`config.mk`:
```
export PLATFORM = sky130hd
export DESIGN_NAME = i2c_stat_flags
export DESIGN_NICKNAME = d
export VERILOG_FILES = /design/src/rtl/i2c_stat_pkg.sv /design/src/rtl/i2c_line_mon.sv /design/src/rtl/i2c_byte_track.sv /design/src/rtl/i2c_stat_reg.sv /design/src/rtl/i2c_stat_flags.sv
export SDC_FILE = /design/constraint.sdc
export NUM_CORES = 1
export LEC_CHECK = 0
export ABC_AREA = 1
export CAP_MARGIN = 15
export CORE_ASPECT_RATIO = 0.8
export CORE_MARGIN = 8
export CORE_UTILIZATION = 45
export DETAILED_ROUTE_END_ITERATION = 8
export GPL_TIMING_DRIVEN = 1
export PLACE_DENSITY_LB_ADDON = 0.1
export SLEW_MARGIN = 10
export SYNTH_ARGS = -nofsm -noshare
export SYNTH_HDL_FRONTEND = slang
export SYNTH_SLANG_ARGS = --single-unit
```
`constraint.sdc`:
```
create_clock -name clk_i -period 2.6 [get_ports clk_i]
set_input_delay 0.52 -clock clk_i [delete_from_list [all_inputs] [get_ports clk_i]]
set_output_delay 0.52 -clock clk_i [all_outputs]
set_load 0.01 [all_outputs]
```
`src/rtl/i2c_stat_pkg.sv`:
```
package i2c_stat_pkg;
  localparam int unsigned STAT_W    = 8;
  localparam int unsigned BYTE_BITS = 8;
  localparam int unsigned ADDR_W    = 7;
  localparam int unsigned SYNC_LEN  = 2;

  // bit positions decoded by software
  localparam int unsigned B_XFER = 7;
  localparam int unsigned B_AAS  = 6;
  localparam int unsigned B_BUSY = 5;
  localparam int unsigned B_ARB  = 4;
  localparam int unsigned B_RSV  = 3;
  localparam int unsigned B_SRW  = 2;
  localparam int unsigned B_PEND = 1;
  localparam int unsigned B_NACK = 0;

  localparam logic [STAT_W-1:0] STAT_RST = 8'h81;

  typedef struct packed {
    logic xfer;
    logic aas;
    logic busy;
    logic arb;
    logic rsv;
    logic srw;
    logic pend;
    logic nack;
  } stat_t;
endpackage

```
`src/rtl/i2c_line_mon.sv`:
```
module i2c_line_mon #(
  parameter int unsigned SYNC_LEN = 2
) (
  input  logic clk_i,
  input  logic rst_ni,
  input  logic scl_i,
  input  logic sda_i,
  output logic sda_o,
  output logic scl_rise_o,
  output logic scl_fall_o,
  output logic start_o,
  output logic stop_o
);
  logic [SYNC_LEN-1:0] scl_sync, sda_sync;
  logic scl_s, sda_s, scl_q, sda_q;

  generate
    for (genvar g = 0; g < SYNC_LEN; g++) begin : g_sync
      always_ff @(posedge clk_i or negedge rst_ni) begin
        if (!rst_ni) begin
          scl_sync[g] <= 1'b1;
          sda_sync[g] <= 1'b1;
        end else if (g == 0) begin
          scl_sync[g] <= scl_i;
          sda_sync[g] <= sda_i;
        end else begin
          scl_sync[g] <= scl_sync[(g == 0) ? 0 : g-1];
          sda_sync[g] <= sda_sync[(g == 0) ? 0 : g-1];
        end
      end
    end
  endgenerate

  assign scl_s = scl_sync[SYNC_LEN-1];
  assign sda_s = sda_sync[SYNC_LEN-1];

  always_ff @(posedge clk_i or negedge rst_ni) begin
    if (!rst_ni) begin
      scl_q <= 1'b1;
      sda_q <= 1'b1;
    end else begin
      scl_q <= scl_s;
      sda_q <= sda_s;
    end
  end

  assign sda_o      = sda_s;
  assign scl_rise_o = scl_s & ~scl_q;
  assign scl_fall_o = ~scl_s & scl_q;
  assign start_o    = scl_s & scl_q & sda_q & ~sda_s;
  assign stop_o     = scl_s & scl_q & ~sda_q & sda_s;
endmodule

```
`src/rtl/i2c_byte_track.sv`:
```
module i2c_byte_track #(
  parameter int unsigned BYTE_BITS = 8,
  parameter int unsigned ADDR_W    = 7
) (
  input  logic              clk_i,
  input  logic              rst_ni,
  input  logic              sda_i,
  input  logic              scl_rise_i,
  input  logic              scl_fall_i,
  input  logic              start_i,
  input  logic              stop_i,
  input  logic [ADDR_W-1:0] own_addr_i,
  output logic              byte_done_o,
  output logic              ack_o,
  output logic              addr_hit_o,
  output logic              rw_o
);
  localparam int unsigned CNT_W = $clog2(BYTE_BITS + 2);
  localparam logic [CNT_W-1:0] ACK_SLOT = CNT_W'(BYTE_BITS);
  localparam logic [CNT_W-1:0] LAST_CNT = CNT_W'(BYTE_BITS + 1);

  logic [CNT_W-1:0]     cnt_q;
  logic [BYTE_BITS-1:0] shreg_q;
  logic                 ack_q;
  logic                 first_q;

  always_ff @(posedge clk_i or negedge rst_ni) begin
    if (!rst_ni) begin
      cnt_q   <= '0;
      shreg_q <= '0;
      ack_q   <= 1'b1;
      first_q <= 1'b0;
    end else if (start_i || stop_i) begin
      cnt_q   <= '0;
      first_q <= start_i;
    end else if (scl_rise_i) begin
      if (cnt_q < ACK_SLOT) shreg_q <= {shreg_q[BYTE_BITS-2:0], sda_i};
      if (cnt_q == ACK_SLOT) ack_q <= sda_i;
      if (cnt_q <= ACK_SLOT) cnt_q <= cnt_q + 1'b1;
    end else if (scl_fall_i && cnt_q == LAST_CNT) begin
      cnt_q   <= '0;
      first_q <= 1'b0;
    end
  end

  assign byte_done_o = scl_fall_i && (cnt_q == LAST_CNT) && !start_i && !stop_i;
  assign ack_o       = ack_q;
  assign rw_o        = shreg_q[0];
  assign addr_hit_o  = byte_done_o && first_q && (shreg_q[BYTE_BITS-1 -: ADDR_W] == own_addr_i);
endmodule

```
`src/rtl/i2c_stat_reg.sv`:
```
module i2c_stat_reg
  import i2c_stat_pkg::*;
(
  input  logic              clk_i,
  input  logic              rst_ni,
  input  logic              byte_done_i,
  input  logic              ack_i,
  input  logic              addr_hit_i,
  input  logic              rw_i,
  input  logic              start_i,
  input  logic              stop_i,
  input  logic              arb_lost_i,
  input  logic              tx_mode_i,
  input  logic              dr_rd_i,
  input  logic              dr_wr_i,
  input  logic              cr_wr_i,
  input  logic              sr_wr_i,
  input  logic [STAT_W-1:0] sr_wdata_i,
  input  logic              int_en_i,
  output logic [STAT_W-1:0] status_o,
  output logic              irq_o
);
  stat_t st_q;
  logic  irq_q;
  logic  dr_touch, arb_clr, pend_clr, pend_set;

  assign dr_touch = tx_mode_i ? dr_wr_i : dr_rd_i;
  assign arb_clr  = sr_wr_i & ~sr_wdata_i[B_ARB];
  assign pend_clr = sr_wr_i & ~sr_wdata_i[B_PEND];
  assign pend_set = byte_done_i | arb_lost_i | (addr_hit_i & ~rw_i);

  always_ff @(posedge clk_i or negedge rst_ni) begin
    if (!rst_ni) begin
      st_q  <= stat_t'(STAT_RST);
      irq_q <= 1'b0;
    end else begin
      if (byte_done_i)   st_q.xfer <= 1'b1;
      else if (dr_touch) st_q.xfer <= 1'b0;

      if (addr_hit_i)   st_q.aas <= 1'b1;
      else if (cr_wr_i) st_q.aas <= 1'b0;

      if (start_i)     st_q.busy <= 1'b1;
      else if (stop_i) st_q.busy <= 1'b0;

      if (arb_lost_i)   st_q.arb <= 1'b1;
      else if (arb_clr) st_q.arb <= 1'b0;

      st_q.rsv <= 1'b0;

      if (addr_hit_i) st_q.srw <= rw_i;

      if (pend_set)      st_q.pend <= 1'b1;
      else if (pend_clr) st_q.pend <= 1'b0;

      if (byte_done_i) st_q.nack <= ack_i;

      irq_q <= st_q.pend & int_en_i;
    end
  end

  assign status_o = st_q;
  assign irq_o    = irq_q;
endmodule

```
`src/rtl/i2c_stat_flags.sv`:
```
module i2c_stat_flags
  import i2c_stat_pkg::*;
(
  input  logic              clk_i,
  input  logic              rst_ni,
  input  logic              scl_i,
  input  logic              sda_i,
  input  logic [ADDR_W-1:0] own_addr_i,
  input  logic              int_en_i,
  input  logic              tx_mode_i,
  input  logic              arb_lost_i,
  input  logic              dr_rd_i,
  input  logic              dr_wr_i,
  input  logic              cr_wr_i,
  input  logic              sr_wr_i,
  input  logic [STAT_W-1:0] sr_wdata_i,
  output logic [STAT_W-1:0] status_o,
  output logic              irq_o
);
  logic sda_s, scl_rise, scl_fall, bus_start, bus_stop;
  logic byte_done, ack, addr_hit, rw;

  i2c_line_mon #(.SYNC_LEN(SYNC_LEN)) u_mon (
    .clk_i, .rst_ni, .scl_i, .sda_i,
    .sda_o(sda_s), .scl_rise_o(scl_rise), .scl_fall_o(scl_fall),
    .start_o(bus_start), .stop_o(bus_stop)
  );

  i2c_byte_track #(.BYTE_BITS(BYTE_BITS), .ADDR_W(ADDR_W)) u_track (
    .clk_i, .rst_ni, .sda_i(sda_s),
    .scl_rise_i(scl_rise), .scl_fall_i(scl_fall),
    .start_i(bus_start), .stop_i(bus_stop), .own_addr_i,
    .byte_done_o(byte_done), .ack_o(ack), .addr_hit_o(addr_hit), .rw_o(rw)
  );

  i2c_stat_reg u_reg (
    .clk_i, .rst_ni,
    .byte_done_i(byte_done), .ack_i(ack), .addr_hit_i(addr_hit), .rw_i(rw),
    .start_i(bus_start), .stop_i(bus_stop),
    .arb_lost_i, .tx_mode_i, .dr_rd_i, .dr_wr_i, .cr_wr_i, .sr_wr_i, .sr_wdata_i,
    .int_en_i, .status_o, .irq_o
  );
endmodule

```
==> impl_metrics.py <==
metrics = {
    "global_route": {
        "gr-usage-met1": 0.124,
        "grt_pass1_vias": 947,
        "gr-total-overflow": 0,
        "busiest_layer": "met2",
        "use_met3": 0.0374,
        "grt_use_met2": 0.163,
        "antenna_found_initial": 0,
        "grt_use_total": 0.105,
        "grt_max_degree": 29,
        "grt_pass1_wl_mm": 4.00,
    },
    "route": {
        "via_count": 959,
        "drc": 0,
        "routedWlPerCell_um": 10.7,
        "vias_per_cell": 4.48,
        "initialDrtViolationCount": 41,
        "antenna_left": 0,
        "wirelength_mm": 2.30,
        "dr.pass1.iters": 4,
    },
    "cells_and_area": {
        "antenna_cells": 0,
        "instances_no_fill": 214,
        "drive_gt1_frac": 0.108,
        "syn_to_final_growth_pct": 26.6,
        "fill_cells": 226,
        "finalNetCount": 206,
        "ff_latch_area_um2": 712,
        "multiInputGateArea_um2": 470,
        "final_area_um2": 1630,
    },
    "logic_synthesis": {
        "synth_top_area_frac": 0.369,
        "syn_inst": 146,
        "yosys.cell_types.count": 21,
        "synth_nets": 175,
        "async_reset_ff_frac": 1.00,
        "synth-warning-count": 0,
        "synth.area.top_cells": "dfrtp_1 37%, dfstp_2 18%, nand2_1 13%",
        "ys_ff_latch": 28,
        "seq_area_frac_synth": 0.553,
        "yosysMostFrequentCell": "nand2_1",
        "yosys.area.top_type": "dfrtp_1",
        "synthTopCellsByCount": "44 x nand2_1, 22 x inv_1, 19 x dfrtp_1",
        "synth_area_um2": 1290,
        "synth_edf_count": 0,
        "ys.flop_type": "dfrtp_1",
        "synth_area_per_cell_um2": 8.82,
    },
    "timing": {
        "hold_ws_ps": 367,
        "fmax_mhz": 519,
        "clock_skew_ps": 2.69,
        "drv_slew": 0,
        "final.setup.tns_ps": 0,
        "layout_min_cycle_time_ps": 1930,
        "setup_violations": 0,
        "layout_worst_path_cycle_share": 0.741,
        "fin_ws_ps": 674,
        "rsz0062_at_grt": "false",
        "hold_viol": 0,
    },
    "min_path": {
        "hold_end": "u_mon.sda_o$_DFF_PN1_",
        "hold_depth": 0,
        "min_from": "u_mon.sda_sync[0]$_DFF_PN1_",
        "hp-class": "reg -> reg",
    },
    "clock_tree": {
        "cts_made_buffers": 3,
        "cts_buffer_depth": 2,
        "cts-resized-gates": 0,
        "insertion_delay_ps": 320,
        "cts_setup_buffers": 0,
        "clkSlewWorstSetupHoldPaths_ps": 140,
        "root_buffer": "clkbuf_4",
        "cts_htree_levels": 1,
        "ctsHoldBuffers": 0,
        "cts_tree": "done",
        "clock-sinks": 28,
    },
    "critical_path": {
        "cp_top_family": "flip-flops",
        "path_class": "reg -> out",
        "r2r_end": "u_track.cnt_q[0]$_DFFE_PN0P_",
        "crit_path_max_fanout": 2,
        "cp.arrival_ps": 1410,
        "crit_slowest_cell": "dfstp_2",
        "ff2ff_setup_slack_ps": 1080,
        "crit_path_max_incr_delay_ps": 550,
        "endpoint_kind": "output port",
        "r2r_start": "u_mon.scl_s$_DFF_PN1_",
        "worst-path-buf-inv": 1,
        "required_ps": 2080,
        "path_cells": "clkdlybuf4s50_1",
        "start_kind": "flip-flop",
        "rr_worst_depth": 7,
    },
    "placed_design": {
        "gp_congestion": 0.740,
        "dp.cells": 210,
        "pre_cts_ws_ps": 906,
        "dp.final_hpwl_mm": 1.78,
        "place_area_um2": 1590,
        "io_buffers": 27,
    },
    "power": {
        "ir_drop_mv": 0.338,
        "powerDensity_nw_per_um2": 528,
        "leakagePower_nw": 0.772,
    },
    "floorplan": {
        "core-area_um2": 2740,
        "dieWidth_um": 75.8,
        "std_cell_rows": 17,
        "initial_core_util": 0.469,
        "die_y_um": 63.8,
        "die_area_um2": 4840,
        "io_pins": 35,
    },
    "status": {
        "status": "finished clean",
    },
    "flow_run": {
        "max_cap_violations": 0,
    },
}
## cells by family after synthesis
kind of cell             synth area share
AO/OA/AOI/OAI                      0.0544
XOR/XNOR                           0.0408
adder cells (fa/ha/maj)            0.0292
buffers and inverters              0.0816
flip-flops                          0.553
other                             0.00291
AND/OR/NAND/NOR                     0.238
## cell usage in the layout (no fill, tap or decap)
master           instances
dfstp_2                  9
nand2_1                 44
nand2_4                  1
nor3_1                   1
clkbuf_4                 3
inv_2                    1
nand3_1                 10
o21ai_1                  4
inv_1                   22
clkdlybuf4s50_1         27
nor2_2                   2
xor2_1                   2
conb_1                   1
or2_1                    1
clkbuf_8                 1
nand4_1                  1
dfrtp_1                 19
nor2_8                   1
buf_4                    1
xnor2_1                  4
ha_1                     3
nor2_1                   8
o21ai_0                 10
## per-stage QoR
stage / utilization / total power, mW
4_1_cts: 0.594 / 0.877
3_5_place_dp: 0.581 / 0.665
2_1_floorplan: - / 0.595
5_1_grt: 0.594 / 0.912
3_3_place_gp: 0.581 / 0.659
6_report: 0.594 / 0.860
## metal layers
layer | part of all wire | up-vias
met4 | 0.0061 | 0
met5 | 0 | -
li1 | - | 505
met3 | 0.079 | 2
met2 | 0.45 | 20
met1 | 0.46 | 432
## worst max-delay path by stage
stage,startpoint,end,slack [ps],depth (start not counted)
global route,u_reg.status_o[7]$_DFFE_PN1P_,status_o[7],610,1
CTS,u_reg.status_o[7]$_DFFE_PN1P_,status_o[7],640,1
floorplan,u_mon.scl_s$_DFF_PN1_,u_track.cnt_q[1]$_DFFE_PN0P_,1240,8
finish,u_reg.status_o[7]$_DFFE_PN1P_,status_o[7],670,1
global placement,own_addr_i[3],u_reg.status_o[2]$_DFFE_PN0P_,920,7
detailed placement,own_addr_i[1],u_reg.status_o[2]$_DFFE_PN0P_,910,7
## final cells by class
| cell class | count | share of cell area |
|---|---|---|
| repair buffers | 28 | 0.170 |
| multi-input cells | 93 | 0.289 |
| clock buffers | 4 | 0.0223 |
| flip-flops and latches | 28 | 0.437 |
| well taps | 38 | 0.0292 |
| inverters | 23 | 0.0530 |
## flip-flops by register name, summed over array words and instances, names as in the netlist
signal and count:
u_mon.sda_q 1, u_track.first_q 1, u_mon.scl_s 1, u_mon.scl_sync 1, u_mon.sda_sync 1, u_mon.scl_q 1, u_track.shreg_q 8, u_reg.irq_o 1
u_mon.sda_o 1, u_track.ack_o 1, u_reg.status_o 7, u_track.cnt_q 4
## report_power, final
group,switching [mW],internal (mW),leakage [nW]
combinational,0.0733,0.0750,0.412
clock,0.120,0.0857,0.0210
sequential,0.0274,0.479,0.338
total,0.220,0.640,0.772
No activity file was read; power rests on OpenSTA's default activity.
